`config.mk`:
```
export PLATFORM = sky130hd
export DESIGN_NAME = uart_fifo_pair
export DESIGN_NICKNAME = d
export VERILOG_FILES = /design/src/rtl/uart_fifo_pkg.sv /design/src/rtl/fifo_store.sv /design/src/rtl/trig_select.sv /design/src/rtl/uart_fifo_pair.sv
export SDC_FILE = /design/constraint.sdc
export NUM_CORES = 1
export LEC_CHECK = 0
export BUFFER_PORTS_ARGS = -buffer_cell sky130_fd_sc_hd__buf_2
export CAP_MARGIN = 20
export CORE_MARGIN = 3
export CORE_UTILIZATION = 46
export CTS_CLUSTER_SIZE = 12
export DETAILED_ROUTE_END_ITERATION = 12
export SLEW_MARGIN = 0
export SYNTH_ARGS = -nofsm -noshare
export SYNTH_HDL_FRONTEND = slang
export SYNTH_SLANG_ARGS = --single-unit
```
`constraint.sdc`:
```
create_clock -name clk -period 5 [get_ports clk]
set_input_delay 0.25 -clock clk [delete_from_list [all_inputs] [get_ports clk]]
set_output_delay 0.25 -clock clk [all_outputs]
set_load 0.1 [all_outputs]
```
`src/rtl/uart_fifo_pkg.sv`:
```
package uart_fifo_pkg;

  typedef enum logic {
    DIR_RX = 1'b0,
    DIR_TX = 1'b1
  } fifo_dir_e;

  // Coarse threshold table per direction
  function automatic int unsigned coarse_level(fifo_dir_e dir, logic [1:0] code);
    if (dir == DIR_RX) begin
      case (code)
        2'd0:    return 8;
        2'd1:    return 16;
        2'd2:    return 56;
        default: return 60;
      endcase
    end else begin
      case (code)
        2'd0:    return 8;
        2'd1:    return 16;
        2'd2:    return 32;
        default: return 56;
      endcase
    end
  endfunction

endpackage

```
`src/rtl/fifo_store.sv`:
```
module fifo_store #(
  parameter int DEPTH = 64,
  parameter int WIDTH = 8,
  localparam int AW = (DEPTH > 1) ? $clog2(DEPTH) : 1,
  localparam int CW = $clog2(DEPTH + 1)
) (
  input  logic             clk,
  input  logic             rst,
  input  logic             clr,
  input  logic             push,
  input  logic [WIDTH-1:0] wdata,
  input  logic             pop,
  output logic [WIDTH-1:0] rdata,
  output logic [CW-1:0]    count,
  output logic [CW-1:0]    count_nxt
);

  localparam logic [CW-1:0] FULL_C = CW'(DEPTH);
  localparam logic [AW-1:0] LAST_C = AW'(DEPTH - 1);

  logic [WIDTH-1:0] mem [DEPTH];
  logic [AW-1:0]    wr_ptr, rd_ptr;
  logic             full, empty, wr_ok, rd_ok;

  assign full  = (count == FULL_C);
  assign empty = (count == '0);
  assign wr_ok = push && !full && !clr;
  assign rd_ok = pop && !empty && !clr;

  always_comb begin
    if (clr)                count_nxt = '0;
    else if (wr_ok && !rd_ok) count_nxt = count + 1'b1;
    else if (rd_ok && !wr_ok) count_nxt = count - 1'b1;
    else                    count_nxt = count;
  end

  // Storage array: no reset so it maps to block RAM
  always_ff @(posedge clk) begin
    if (wr_ok) mem[wr_ptr] <= wdata;
  end

  always_ff @(posedge clk) begin
    if (rst) begin
      rdata <= '0;
    end else if (rd_ok) begin
      rdata <= mem[rd_ptr];
    end
  end

  always_ff @(posedge clk) begin
    if (rst || clr) begin
      wr_ptr <= '0;
      rd_ptr <= '0;
      count  <= '0;
    end else begin
      count <= count_nxt;
      if (wr_ok) wr_ptr <= (wr_ptr == LAST_C) ? '0 : wr_ptr + 1'b1;
      if (rd_ok) rd_ptr <= (rd_ptr == LAST_C) ? '0 : rd_ptr + 1'b1;
    end
  end

  AST_COUNT_RANGE: assert property (@(posedge clk) disable iff (rst)
    count <= FULL_C);
  AST_FULL_DROP: assert property (@(posedge clk) disable iff (rst)
    (push && !pop && !clr && full) |=> (count == FULL_C));
  AST_EMPTY_POP: assert property (@(posedge clk) disable iff (rst)
    (pop && !push && !clr && empty) |=> ($stable(rdata) && count == '0));
  AST_CLR_EMPTY: assert property (@(posedge clk) disable iff (rst)
    clr |=> (count == '0 && $stable(rdata)));

endmodule

```
`src/rtl/trig_select.sv`:
```
module trig_select
  import uart_fifo_pkg::*;
#(
  parameter fifo_dir_e DIR = DIR_RX,
  parameter int        CW  = 7
) (
  input  logic          en,
  input  logic [1:0]    code,
  input  logic [3:0]    prog,
  output logic [CW-1:0] level
);

  logic [CW-1:0] coarse;

  generate
    if (DIR == DIR_RX) begin : g_rx
      always_comb coarse = CW'(coarse_level(DIR_RX, code));
    end else begin : g_tx
      always_comb coarse = CW'(coarse_level(DIR_TX, code));
    end
  endgenerate

  always_comb begin
    if (!en)              level = CW'(1);
    else if (prog != 4'd0) level = CW'({prog, 2'b00});
    else                  level = coarse;
  end

endmodule

```
`src/rtl/uart_fifo_pair.sv`:
```
module uart_fifo_pair
  import uart_fifo_pkg::*;
#(
  parameter int DEPTH = 64,
  parameter int DW    = 8,
  parameter int EW    = 3,
  localparam int CW   = $clog2(DEPTH + 1),
  localparam int RW   = DW + EW
) (
  input  logic          clk,
  input  logic          rst,
  input  logic          fifo_en,
  input  logic [1:0]    rx_code,
  input  logic [3:0]    rx_prog,
  input  logic [1:0]    tx_code,
  input  logic [3:0]    tx_prog,
  input  logic          rx_clr,
  input  logic          tx_clr,
  input  logic          rx_push,
  input  logic [DW-1:0] rx_wdata,
  input  logic [EW-1:0] rx_werr,
  input  logic          rx_pop,
  output logic [DW-1:0] rx_rdata,
  output logic [EW-1:0] rx_rerr,
  output logic [CW-1:0] rx_level,
  output logic          rx_irq,
  output logic          rx_ovr,
  input  logic          tx_push,
  input  logic [DW-1:0] tx_wdata,
  input  logic          tx_pop,
  output logic [DW-1:0] tx_rdata,
  output logic [CW-1:0] tx_level,
  output logic          tx_irq
);

  localparam logic [CW-1:0] FULL_C = CW'(DEPTH);

  logic [RW-1:0] rx_word;
  logic [CW-1:0] rx_nxt, tx_nxt, rx_trig, tx_trig;

  fifo_store #(.DEPTH(DEPTH), .WIDTH(RW)) u_rx_store (
    .clk(clk), .rst(rst), .clr(rx_clr),
    .push(rx_push), .wdata({rx_werr, rx_wdata}), .pop(rx_pop),
    .rdata(rx_word), .count(rx_level), .count_nxt(rx_nxt)
  );

  assign rx_rdata = rx_word[DW-1:0];
  assign rx_rerr  = rx_word[RW-1:DW];

  fifo_store #(.DEPTH(DEPTH), .WIDTH(DW)) u_tx_store (
    .clk(clk), .rst(rst), .clr(tx_clr),
    .push(tx_push), .wdata(tx_wdata), .pop(tx_pop),
    .rdata(tx_rdata), .count(tx_level), .count_nxt(tx_nxt)
  );

  trig_select #(.DIR(DIR_RX), .CW(CW)) u_rx_trig (
    .en(fifo_en), .code(rx_code), .prog(rx_prog), .level(rx_trig)
  );

  trig_select #(.DIR(DIR_TX), .CW(CW)) u_tx_trig (
    .en(fifo_en), .code(tx_code), .prog(tx_prog), .level(tx_trig)
  );

  // Registered requests, aligned with the level registers
  always_ff @(posedge clk) begin
    if (rst) begin
      rx_irq <= 1'b0;
      tx_irq <= 1'b1;
    end else begin
      rx_irq <= (rx_nxt >= rx_trig);
      tx_irq <= ((FULL_C - tx_nxt) >= tx_trig);
    end
  end

  always_ff @(posedge clk) begin
    if (rst || rx_clr)                        rx_ovr <= 1'b0;
    else if (rx_push && rx_level == FULL_C)   rx_ovr <= 1'b1;
  end

  AST_RX_IRQ_LVL: assert property (@(posedge clk) disable iff (rst)
    rx_irq == (rx_level >= $past(rx_trig)));
  AST_TX_IRQ_SPACE: assert property (@(posedge clk) disable iff (rst)
    tx_irq == ((FULL_C - tx_level) >= $past(tx_trig)));
  AST_OVR_STICKY: assert property (@(posedge clk) disable iff (rst)
    (rx_ovr && !rx_clr) |=> rx_ovr);
  AST_TRIG_FLOOR: assert property (@(posedge clk) disable iff (rst)
    !fifo_en |-> (rx_trig == CW'(1) && tx_trig == CW'(1)));

endmodule

```
==> results of run 1 <==
## report_power, final
part	switching, mW	internal, mW
clock network	3.83	5.01
registers	0.0182	11.7
logic	0.403	0.157
## worst reg2reg max path: stages (launching register included)
cell and delay [ns]:
dfxtp_1 0.49, inv_1 0.11, ha_1 0.28, inv_1 0.16
o31a_1 0.41, a21oi_1 0.13, a211oi_1 0.28, a21oi_1 0.09
or2_2 0.29, ha_1 0.27, or3b_2 0.47, a21o_1 0.19
a21o_1 0.17, a21o_1 0.18, a211o_1 0.33, a311oi_2 0.25
a41oi_1 0.07
## cells by family after synthesis
kind of cell | synth area share, %
and+or+nand+nor | 3.30
adders and majority gates | 0.574
AOI/OAI and AO/OA | 2.03
DFF | 75.2
buffers and inverters | 1.31
muxes | 17.1
xor gates and xnor gates | 0.437
## synthesized netlist by cell type (11+ instances only)
library cell,n
dfxtp_1,60
edfxtp_1,1216
nand2b_1,16
nor2b_1,17
clkbuf_1,58
a22oi_1,20
nand4_1,11
xor2_1,18
ha_1,23
nand2_1,44
buf_2,35
o21ai_0,15
a22o_1,14
mux4_2,376
nand3_1,15
nor2_1,192
inv_1,15
a21oi_1,38
buf_1,28
## metrics by stage
stage / setup WS [ns] / hold WS [ns] / utilization, %
after CTS: 0.742 / 0.0368 / 52.5
after floorplan: 0.405 / 0.349 / -
after detailed placement: 0.763 / 0.475 / 48.9
final: 0.704 / 0.0496 / 52.5
after global routing: 0.470 / 0.0496 / 52.5
after global placement: 0.850 / 0.460 / 48.9
## cell type report
type / instances / area [sq um] / share of cell area (%)
Inverter: 15 / 56.3 / 0.0996
Clock buffer: 176 / 3540 / 6.26
Multi-Input combinational cell: 937 / 11800 / 20.9
Clock inverter: 40 / 275 / 0.487
Timing Repair Buffer: 192 / 1370 / 2.43
Tap cell: 1403 / 1760 / 3.10
Sequential cell: 1276 / 37700 / 66.7
## layer usage
metal  up-vias  routed length (um)  GRT usage (%)
met4         0                3390           7.07
met3       189                5890           2.85
met2       778               57700           34.1
met5         -                   0              0
met1     12800               46500           27.7
li1      10200                   -              -
## registers in the layout, indices dropped and copies added, names as in the netlist, 6 cells and up
register           count
u_rx_store.count       7
u_rx_store.mem       704
u_rx_store.rd_ptr      6
u_rx_store.rdata      11
u_rx_store.wr_ptr      6
u_tx_store.count       7
u_tx_store.mem       512
u_tx_store.rd_ptr      6
u_tx_store.rdata       8
u_tx_store.wr_ptr      6
## final timing paths
path / startpoint / endpoint / slack (ns)
hold / removal: tx_wdata[0] / u_tx_store.mem[17][0]$_DFFE_PP_ / 0.05
setup reg to reg: u_tx_store.count[0]$_SDFF_PP0_ / tx_irq$_SDFF_PP1_ / 0.70
hold reg to reg: rx_ovr$_SDFFE_PP0P_ / rx_ovr$_SDFFE_PP0P_ / 0.48
setup / recovery: u_tx_store.count[0]$_SDFF_PP0_ / tx_irq$_SDFF_PP1_ / 0.70
==> results.yml, run 1 <==
run_status:
  status: "finished, final reports clean"
setup_path:
  crit_top_cell: "a21o_1"
  critPathLaunchType: "flop"
  cp.depth: 16
  critPathKind: "flop to flop"
  crit_slowest_cell: "dfxtp_1"
  ff2ff_path_depth: 16
  crit_required_ns: 5.58
  crit_arrival_ns: 4.88
  path_cells: "inv_1, ha_1, inv_1, o31a_1, a21oi_1, a211oi_1, a21oi_1, or2_2, ha_1, or3b_2, a21o_1, a21o_1, a21o_1, a211o_1, a311oi_2, a41oi_1"
  timing.critical_path.to_type: "flop"
  crit_buf_inv: 2
  crit_family: "compound AO/OA/AOI/OAI gates"
  cp_max_fo: 11
  slowest_delay_ns: 0.49
job:
  cap_viol_max_count: 0
clock_network:
  cts-root-buf: "clkbuf_16"
  cts-buffers-inserted: 132
  clock_sinks: 1276
  clk_pin_slew_ns: 0.06
  htree_levels: 4
  clock_path_buffers: 3
  clkLatencyLatePin_ns: 0.72
  post_cts_buffers: 0
  cts_resized: 0
  cts_tree: "yes"
  postCtsHoldBufs: 3
timing:
  tightest_slew_ns: 1.16
  setup_tns_ns: 0
  post-route-period-util_pct: 85.9
  final-setup-viol-count: 0
  clock_skew_ns: 0.0207
  rsz0062_at_grt: "no"
  hold_violations: 0
  period_needed_ns: 4.30
  slew_violations: 0
  max_freq_ghz: 0.233
  slew_headroom_pct: 22.3
route:
  vias_per_cell: 5.94
  wl_um: 113000
  first_pass_iters: 6
  drt-wirelength-per-cell_um: 28.1
  vias: 24000
  drc: 0
  ant_nets: 0
  drt_iter0_drc: 2216
place:
  post_dp_cell_area_sq_um: 52600
  place_hpwl_um: 68300
  port_buffers: 75
  place.gp.congestion: 0.871
  dp_cells: 3813
logic_synthesis:
  ys_async_sr_fraction_pct: 0
  synth-edff-count: 1216
  synth_flop_cell: "edfxtp_1"
  yosys_warnings: 0
  seq_area_frac_synth_pct: 75.2
  postSynthAreaPerCell_sq_um: 21.2
  synthTopCellsByArea: "edfxtp_1 (73%), mux4_2 (17%), dfxtp_1 (2.4%)"
  ys_ff_latch: 1276
  synth_cells: 2362
  synth.net_count: 2425
  yosys.area.top_type_share_pct: 72.8
  yosys.area.top_type: "edfxtp_1"
  synth.cell_area_sq_um: 50200
  ys_types: 70
layout:
  fin_area_sq_um: 56500
  nNetsFinal: 2617
  drive_gt1_share_pct: 28.5
  most-common-layout-cells: "edfxtp_1 (1216), mux4_2 (376), nor2_1 (192)"
  antenna_cells: 0
  syn2layout_area_growth_pct: 12.8
  nFillCells: 8152
  finalNonFillerCells: 4039
  layout_commonest_cell: "edfxtp_1"
floorplanning:
  dieArea_sq_um: 113000
  start_util_pct: 46.6
  core_area_sq_um: 108000
  dieHeight_um: 336
  die-width_um: 336
  io_pins: 76
  rows: 120
power:
  leakagePower_nw: 17.2
  p_per_area_nw_per_um2: 374
  total_power_mw: 21.1
  peakVddDrop_mv: 0.307
global_route:
  antenna_found_initial: 1
  grt_max_degree: 65
  track_usage_pct: 20.4
  first_global_vias: 24800
  grt_pass1_wl_um: 168000
  grt-ovfl-total: 0
hold_path:
  hold_class: "input port to flop"
  hold_path_depth: 1
Power figures use the tool's default switching activity.
==> run 2, diff against run 1 <==
PLACE_DENSITY_LB_ADDON = 0.2   (was not set)
clock period = 3.6 ns   (was 5 ns; I/O delays follow)
==> results.yml, run 2 (synthesized netlist as in run 1, its figures left out) <==
run_status:
  status: "finished with violations"
  failed_checks: "negative setup slack"
timing:
  period_needed_ns: 3.61
  tightest_slew_ns: 1.07
  post-route-period-util_pct: 100
  slew_violations: 0
  layout_setup_ws_ns: -0.0114
  slew_headroom_pct: 28.4
  final-setup-viol-count: 1
  max_freq_ghz: 0.277
  rsz0062_at_grt: "yes"
  hold_violations: 0
  clock_skew_ns: 0.0254
  setup_tns_ns: -0.0114
setup_path:
  crit_arrival_ns: 4.20
  crit_required_ns: 4.19
  timing.reg2reg.setup_slack_ns: -0.01
  timing.critical_path.to_type: "flop"
  critPathKind: "flop to flop"
  r2r-start: "u_tx_store.count[2]$_SDFF_PP0_"
  ff2ff_path_depth: 14
  r2r_end: "tx_irq$_SDFF_PP1_"
  critPathLaunchType: "flop"
  cp_max_fo: 4
route:
  vias_per_cell: 5.86
  drt-wirelength-per-cell_um: 27.6
  wl_um: 114000
  drc: 0
  ant_nets: 0
  first_pass_iters: 5
  vias: 24300
  drt_iter0_drc: 2071
floorplanning:
  io_pins: 76
  rows: 120
  start_util_pct: 46.6
  dieArea_sq_um: 113000
  core_area_sq_um: 108000
  die-width_um: 336
  dieHeight_um: 336
clock_network:
  cts-root-buf: "clkbuf_16"
  clock_sinks: 1276
  htree_levels: 4
  clkLatencyLatePin_ns: 0.73
  cts-buffers-inserted: 133
  post_cts_buffers: 0
  cts_tree: "yes"
  clk_pin_slew_ns: 0.06
  clock_path_buffers: 3
hold_path:
  hold_class: "input port to flop"
  hold_start: "tx_wdata[0]"
  holdPathEnd: "u_tx_store.mem[23][0]$_DFFE_PP_"
  hold_path_depth: 1
layout:
  largest_register_ffs: 704
  top_register: "u_rx_store.mem"
  nNetsFinal: 2720
  syn2layout_area_growth_pct: 15.0
  fin_area_sq_um: 57700
  layout_commonest_cell: "edfxtp_1"
  most-common-layout-cells: "edfxtp_1 (1216), mux4_2 (376), nor2_1 (192)"
  utilization_pct: 53.6
  reg_top3: "u_rx_store.mem: 704 flops, u_tx_store.mem: 512 flops, u_rx_store.rdata: 11 flops"
  drive_gt1_share_pct: 31.8
global_route:
  grt_max_degree: 65
  grt_pass1_wl_um: 170000
  antenna_found_initial: 0
  grt-ovfl-total: 0
  track_usage_pct: 20.5
  first_global_vias: 25500
power:
  leakagePower_nw: 17.9
  peakVddDrop_mv: 0.481
  p_per_area_nw_per_um2: 515
  total_power_mw: 29.7
place:
  place_hpwl_um: 72600
  place.gp.congestion: 0.929
  port_buffers: 75
  place_ws_ns: -0.0393
  post_dp_cell_area_sq_um: 53500
job:
  cap_viol_max_count: 0
==> run 2: cell types whose count changed in the layout (fill, tap and decap cells not counted), sizes merged, moves of 2 or more <==
| cell | before | now |
|---|---|---|
| buf | 189 | 283 |
| bufinv | 1 | 3 |
| dlygate4sd3 | 3 | 11 |
| clkinv | 31 | 28 |
| diode | 0 | 2 |
| clkbuf | 176 | 182 |
==> run 2: worst max path at each step <==
stage,start,to
detailed placement,u_tx_store.count[3]$_SDFF_PP0_,tx_irq$_SDFF_PP1_
floorplan,u_tx_store.count[3]$_SDFF_PP0_,tx_irq$_SDFF_PP1_
CTS,u_tx_store.count[3]$_SDFF_PP0_,tx_irq$_SDFF_PP1_
finish,u_tx_store.count[2]$_SDFF_PP0_,tx_irq$_SDFF_PP1_
global route,u_tx_store.count[2]$_SDFF_PP0_,tx_irq$_SDFF_PP1_
global placement,u_tx_store.count[3]$_SDFF_PP0_,tx_irq$_SDFF_PP1_
==> run 2: power breakdown <==
| group | switching (mW) | internal, mW | leakage [nW] | total [mW] |
|---|---|---|---|---|
| Clock | 5.37 | 7.22 | 1.92 | 12.6 |
| Combinational | 0.582 | 0.247 | 4.54 | 0.828 |
| Sequential | 0.0178 | 16.3 | 11.4 | 16.3 |
==> run 2: routing by layer <==
metal / track usage, % / vias up / wire length, um
li1: - / 10400 / -
met1: 26.6 / 13000 / 45800
met2: 35.7 / 676 / 60100
met3: 3.22 / 181 / 5330
met4: 6.66 / 0 / 3130
met5: 0 / - / 0
==> run 2: final cells by class <==
type	count	area (sq um)
Fill cell	8176	50000
Clock inverter	39	325
Timing Repair Buffer	294	2280
Clock buffer	182	3620
Tap cell	1403	1760
Sequential cell	1276	37800
Inverter	15	56.3
Multi-Input combinational cell	937	11900
Antenna cell	2	5.00
==> run 2: worst max-delay path: stages (launching register included) <==
cell and delay [ns]:
dfxtp_4 0.33, or4_4 0.57, o31a_1 0.40, a21oi_2 0.19
a21oi_2 0.08, or2_4 0.26, ha_4 0.17, xor2_2 0.17
ha_1 0.28, a21o_1 0.18, a21o_1 0.15, a21o_1 0.15
a211o_1 0.29, a311oi_2 0.19, a41oi_1 0.07
==> run 2: timing repair <==
item | 4_1_cts | 5_1_grt
gates resized for setup | 1 | 6
hold endpoints to repair | 111 | 37
endpoints found under the setup margin | 1 | 2
hold buffers | 9 | 2
pin swaps | 1 | 4
==> run 2: stage by stage <==
stage / std cells / hold slack, ns
after global routing: 4146 / 0.0320
after floorplan: 2362 / 0.279
after CTS: 4142 / 0.00708
after detailed placement: 3912 / 0.467
after global placement: 3912 / 0.460
final: 4148 / 0.0343
